$ cat src/rtl/ecp_rx_pkg.sv
package ecp_rx_pkg;
  typedef enum logic [1:0] {
    RX_IDLE = 2'd0,
    RX_PEND = 2'd1,
    RX_ACK  = 2'd2
  } rx_state_e;
endpackage

$ cat src/rtl/ecp_rx_sync.sv
module ecp_rx_sync #(
  parameter int STAGES = 2
) (
  input  logic clk,
  input  logic rst_n,
  input  logic din,
  output logic level,
  output logic fall
);
  logic [STAGES:0] chain;

  for (genvar i = 0; i <= STAGES; i++) begin : g_flop
    if (i == 0) begin : g_first
      always_ff @(posedge clk or negedge rst_n) begin
        if (!rst_n) chain[i] <= 1'b1;
        else        chain[i] <= din;
      end
    end else begin : g_next
      always_ff @(posedge clk or negedge rst_n) begin
        if (!rst_n) chain[i] <= 1'b1;
        else        chain[i] <= chain[i-1];
      end
    end
  end

  assign level = chain[STAGES-1];
  assign fall  = chain[STAGES] & ~chain[STAGES-1];
endmodule

$ cat src/rtl/ecp_rx_tmo.sv
module ecp_rx_tmo #(
  parameter int TMO_W = 16
) (
  input  logic             clk,
  input  logic             rst_n,
  input  logic             run,
  input  logic [TMO_W-1:0] limit,
  output logic             expire
);
  logic [TMO_W-1:0] cnt;

  assign expire = run && (limit != '0) && (cnt == limit - 1'b1);

  always_ff @(posedge clk or negedge rst_n) begin
    if (!rst_n)              cnt <= '0;
    else if (run && !expire) cnt <= cnt + 1'b1;
    else                     cnt <= '0;
  end
endmodule

$ cat src/rtl/ecp_rx_slot.sv
module ecp_rx_slot #(
  parameter int DATA_W = 8
) (
  input  logic              clk,
  input  logic              rst_n,
  input  logic              load,
  input  logic [DATA_W-1:0] ld_data,
  input  logic              out_ready,
  output logic              out_valid,
  output logic [DATA_W-1:0] out_data
);
  always_ff @(posedge clk or negedge rst_n) begin
    if (!rst_n) begin
      out_valid <= 1'b0;
      out_data  <= '0;
    end else if (load) begin
      out_valid <= 1'b1;
      out_data  <= ld_data;
    end else if (out_ready) begin
      out_valid <= 1'b0;
    end
  end

  // a byte that is not taken stays put
  a_r7_hold_stable: assert property (@(posedge clk) disable iff (!rst_n)
    (out_valid && !out_ready) |=> (out_valid && $stable(out_data)));
endmodule

$ cat src/rtl/ecp_rev_rx.sv
module ecp_rev_rx
  import ecp_rx_pkg::*;
#(
  parameter int DATA_W      = 8,
  parameter int SYNC_STAGES = 2,
  parameter int TMO_W       = 16
) (
  input  logic              clk,
  input  logic              rst_n,
  input  logic [TMO_W-1:0]  stall_limit,
  input  logic              pclk_in,
  input  logic [DATA_W-1:0] data_in,
  output logic              host_ack,
  output logic              m_valid,
  input  logic              m_ready,
  output logic [DATA_W-1:0] m_data,
  output logic              stall_err
);
  rx_state_e         state;
  logic              pclk_lvl, pclk_fall;
  logic              slot_free, load, expire;
  logic [DATA_W-1:0] stage;

  ecp_rx_sync #(.STAGES(SYNC_STAGES)) u_sync (
    .clk(clk), .rst_n(rst_n), .din(pclk_in), .level(pclk_lvl), .fall(pclk_fall)
  );

  ecp_rx_tmo #(.TMO_W(TMO_W)) u_tmo (
    .clk(clk), .rst_n(rst_n), .run(state == RX_ACK), .limit(stall_limit),
    .expire(expire)
  );

  assign slot_free = !m_valid || m_ready;
  assign load      = (state == RX_PEND) && slot_free;

  ecp_rx_slot #(.DATA_W(DATA_W)) u_slot (
    .clk(clk), .rst_n(rst_n), .load(load), .ld_data(stage),
    .out_ready(m_ready), .out_valid(m_valid), .out_data(m_data)
  );

  always_ff @(posedge clk or negedge rst_n) begin
    if (!rst_n) begin
      state     <= RX_IDLE;
      host_ack  <= 1'b0;
      stall_err <= 1'b0;
      stage     <= '0;
    end else begin
      stall_err <= 1'b0;
      unique case (state)
        RX_IDLE: if (pclk_fall) begin
          stage <= data_in;
          state <= RX_PEND;
        end
        RX_PEND: if (slot_free) begin
          host_ack <= 1'b1;
          state    <= RX_ACK;
        end
        RX_ACK: if (pclk_lvl) begin
          host_ack <= 1'b0;
          state    <= RX_IDLE;
        end else if (expire) begin
          host_ack  <= 1'b0;
          stall_err <= 1'b1;
          state     <= RX_IDLE;
        end
        default: state <= RX_IDLE;
      endcase
    end
  end

  // acknowledge only rises out of the armed state
  a_r2_rise_from_pend: assert property (@(posedge clk) disable iff (!rst_n)
    $rose(host_ack) |-> $past(state == RX_PEND));

  // never acknowledge into a full, stalled slot
  a_r4_no_ack_when_full: assert property (@(posedge clk) disable iff (!rst_n)
    $rose(host_ack) |-> $past(!m_valid || m_ready));

  // strobe back high releases the acknowledge
  a_r5_release: assert property (@(posedge clk) disable iff (!rst_n)
    (state == RX_ACK && pclk_lvl) |=> !host_ack);

  // error pulse coincides with dropping a raised acknowledge
  a_r6_err_on_drop: assert property (@(posedge clk) disable iff (!rst_n)
    stall_err |-> (!host_ack && $past(host_ack)));

  // a single-cycle pulse
  a_r6_err_single: assert property (@(posedge clk) disable iff (!rst_n)
    stall_err |=> !stall_err);
endmodule

$ cat config.mk
export PLATFORM = sky130hd
export DESIGN_NAME = ecp_rev_rx
export DESIGN_NICKNAME = d
export VERILOG_FILES = /design/src/rtl/ecp_rx_pkg.sv /design/src/rtl/ecp_rx_sync.sv /design/src/rtl/ecp_rx_tmo.sv /design/src/rtl/ecp_rx_slot.sv /design/src/rtl/ecp_rev_rx.sv
export SDC_FILE = /design/constraint.sdc
export NUM_CORES = 1
export LEC_CHECK = 0
export BUFFER_PORTS_ARGS = -buffer_cell sky130_fd_sc_hd__buf_4
export CORE_ASPECT_RATIO = 1.25
export CORE_MARGIN = 1.5
export CORE_UTILIZATION = 40
export CTS_BUF_LIST = sky130_fd_sc_hd__clkbuf_4 sky130_fd_sc_hd__clkbuf_8
export DETAILED_ROUTE_END_ITERATION = 8
export PLACE_DENSITY = 0.63
export SLEW_MARGIN = 0
export SYNTH_ARGS = -nofsm -noshare
export SYNTH_HDL_FRONTEND = slang
export SYNTH_SLANG_ARGS = --single-unit
export TNS_END_PERCENT = 5
$ cat constraint.sdc
create_clock -name clk -period 2.88 [get_ports clk]
set_input_delay 0.576 -clock clk [delete_from_list [all_inputs] [get_ports clk]]
set_output_delay 0.576 -clock clk [all_outputs]
set_load 0.02 [all_outputs]
==> impl_metrics.tcl <==
set metrics [dict create \
    critical_path_class "in2reg" \
    p_sw_uw 490.2 \
    drc_errors 0 \
    grt_pass1_vias 1833 \
    clockRootBuffer "clkbuf_8" \
    postRouteAntennaNets 0 \
    grt_util_all_layers_pct 17.02 \
    hold_violations 0 \
    cp-end-kind "flip-flop" \
    antenna_found_initial 0 \
    ys_async_sr_fraction_pct 100.0 \
    die_h_um 86.15 \
    swShare_pct 30.09 \
    crit_family "simple AND/OR/NAND/NOR gates" \
    syn_area_um2 2212 \
    cts_buffers 5 \
    boundaryPins 39 \
    start_util_pct 41.21 \
    syn_area_per_cell_um2 10.39 \
    vias_per_cell 5.221 \
    gp_congestion 0.8243 \
    synth_commonest_cells "dfrtp_1, nor2_1, xor2_1, mux2_2, xnor2_1" \
    totalNegativeSetupSlack_ns 0 \
    cpMostUsedCell "buf_4" \
    nets 297 \
    postCtsSetupBuffers 0 \
    multi_input_comb_area_um2 1159 \
    power_frac_clock_pct 22.4 \
    ys_seq_area_share_pct 45.42 \
    ys_types 42 \
    comb_power_share_pct 30.8 \
    hold_buffers 0 \
    synth_area_leaders "dfrtp_1, mux2_2, xor2_1, xnor2_1, nor2_1" \
    path_depth 10 \
    path_clk_slew_ns 0.07 \
    power_density_nw_per_um2 594.2 \
    maxCapViolations 0 \
    grt_pass1_wl_mm 8.211 \
    final_cells 331 \
    synth-edff-count 0 \
    yosysTopAreaCell "dfrtp_1" \
    cts_tree "done" \
    synthCells 213 \
    maxSlewViolCount 0 \
    finalCritPeriodShare_pct 90.29 \
    clock_latency_ns 0.28 \
    worst_pin_slew_ns 0.4935 \
    hpwl_mm 3.543 \
    seqPwrFrac_pct 46.8 \
    outcome "complete, no violations" \
    relSlewSlack_pct 67.10 \
    ys_seq_elements 40 \
    cp_max_fo 11 \
    cts_resized 0 \
    die_w_um 69.52 \
    path_cells "buf_4 > inv_1 > ha_1 > xor2_1 > o31a_1 > or4b_1 > or4_4 > o21ai_4 > buf_4 > nor2_1" \
    syn-num-nets 244 \
    cts.htree.levels 2 \
    cts_buffer_depth 2 \
    crit_buf_inv 3 \
    leakage_nw 1.185 \
    dieArea_um2 5988 \
    wl_per_cell_um 14.08 \
    power_mw 1.629 \
    overflow 0 \
    crit_arrival_ns 2.77 \
    layout-area-overhead-vs-synth_pct 23.93 \
    drive_gt1_share_pct 32.96 \
    final_core_util_pct 51.07 \
    portBuffers 38 \
    skew_ns 0.005993 \
    insertedDiodeCount 0 \
    cpPeakStageDelay_ns 0.50 \
    regArea_um2 1005 \
    rr_worst_depth 8 \
    hp-class "in2async" \
    drt-pass1-iter-count 4 \
    fillers 548 \
    finalSetupViolCount 0 \
    stdcell_area_um2 2741 \
    core-area_um2 5368 \
    cp.required_ns 3.05 \
    ir_drop_mv 0.4424 \
    grt_max_degree 41 \
    ys.flop_type "dfrtp_1" \
    yosysMostFrequentCell "dfrtp_1" \
    max_freq_mhz 384.6 \
    routed_wl_mm 4.662 \
    rsz0062_at_grt "no" \
    dr_total_vias 1728 \
    dpl_cell_area_um2 2653 \
    period_needed_ns 2.600 \
    drt_iter0_drc 79 \
    p_int_mw 1.139 \
    rows 30 \
    synth_top_cell_area_share_pct 41.86 \
    ys.warnings.count 0 \
    cp_slowest_cell "or4b_1" \
    clock-sinks 40 \
    critPathLaunchType "primary input" \
    post-place-cells 323 \
]
-- metrics by stage --
stage	worst slack [ns]	hold WS [ns]
floorplan	0.1896	0.2804
global placement	-0.04054	0.3469
detailed placement	-0.06165	0.3518
CTS	0.2626	0.2632
global route	0.1047	0.2923
finish	0.2797	0.2554
-- state kept, by name, indices dropped and copies added, names as in the netlist --
register and flops:
u_tmo.cnt 16, stage 8, u_slot.out_data 8, state 2
u_sync.chain 2, host_ack 1, stall_err 1, u_slot.out_valid 1
u_sync.level 1
-- worst register-to-register path: stages (launching register included) --
cell     delay, ns
dfrtp_1       0.43
xnor2_1       0.22
xnor2_1       0.09
o31a_1        0.26
or4b_1        0.50
or4_4         0.45
o21ai_4       0.14
buf_4         0.19
nor2_1        0.06
-- placed cells by master, fill, tap and decap left out, types with 2 or more instances in the layout --
| cell type | synthesis | layout |
|---|---|---|
| buf_4 | 0 | 52 |
| dfrtp_1 | 37 | 37 |
| nor2_1 | 27 | 27 |
| xor2_1 | 20 | 20 |
| mux2_2 | 17 | 17 |
| xnor2_1 | 15 | 15 |
| nand3_1 | 10 | 10 |
| nand2b_1 | 8 | 8 |
| nand2_1 | 7 | 7 |
| nor3_1 | 7 | 7 |
| o21ai_0 | 6 | 6 |
| inv_1 | 5 | 5 |
| clkbuf_8 | 0 | 5 |
| nand4_1 | 4 | 4 |
| a31oi_1 | 4 | 4 |
| nor4_1 | 4 | 4 |
| and3_1 | 3 | 3 |
| ha_1 | 3 | 3 |
| dfstp_2 | 3 | 3 |
| and2_1 | 2 | 2 |
| or4_4 | 2 | 2 |
| or4_1 | 2 | 2 |
| nor2b_1 | 2 | 2 |
| clkbuf_4 | 0 | 2 |
-- logic make-up (layout without fill, tap and decap cells) --
logic type	count (synthesis)	count (layout)	synth area share [%]
AND/OR/NAND/NOR	88	88	22.00
multiplexers	17	17	8.654
buffers and inverters	11	65	2.206
XOR/XNOR	35	35	13.86
flip-flops	40	40	45.42
adder cells (fa/ha/maj)	3	3	1.697
AO/OA/AOI/OAI	19	19	6.166
-- path summary, 6_finish.rpt --
check                           slack [ns]                              to                       from
worst max-delay path                  0.28         u_tmo.cnt[12]$_DFF_PN0_             stall_limit[0]
worst max register to register        0.42         u_tmo.cnt[12]$_DFF_PN0_     u_tmo.cnt[3]$_DFF_PN0_
worst min register to register        0.36          u_sync.level$_DFF_PN1_  u_sync.chain[0]$_DFF_PN1_
worst min-delay path                  0.26  u_slot.out_data[5]$_DFFE_PN0P_                      rst_n
min in group clk                      0.36          u_sync.level$_DFF_PN1_  u_sync.chain[0]$_DFF_PN1_
max in group asynchronous             2.27       u_sync.chain[2]$_DFF_PN1_                      rst_n
-- power by group through the flow --
stage	Sequential (mW)	Combinational [mW]	Clock [mW]
global route	0.781	0.551	0.405
finish	0.762	0.502	0.364
floorplan	0.842	0.213	0
detailed placement	0.771	0.509	0
global placement	0.771	0.502	0
CTS	0.763	0.509	0.384
-- final cells by class --
class | instances | area share [%]
Multi-Input combinational cell | 162 | 42.26
Sequential cell | 40 | 36.65
Timing Repair Buffer | 52 | 14.24
Clock buffer | 7 | 3.058
Tap cell | 64 | 2.921
Inverter | 5 | 0.6846
Clock inverter | 1 | 0.1826
-- routing by layer --
metal / global-route usage (%) / vias to the layer above / wire length (µm)
li1: - / 848 / -
met1: 21.57 / 828 / 2140
met2: 28.41 / 42 / 2217
met3: 3.055 / 10 / 183
met4: 7.665 / 0 / 121
met5: 0 / - / 0
Power figures use the tool's default switching activity.
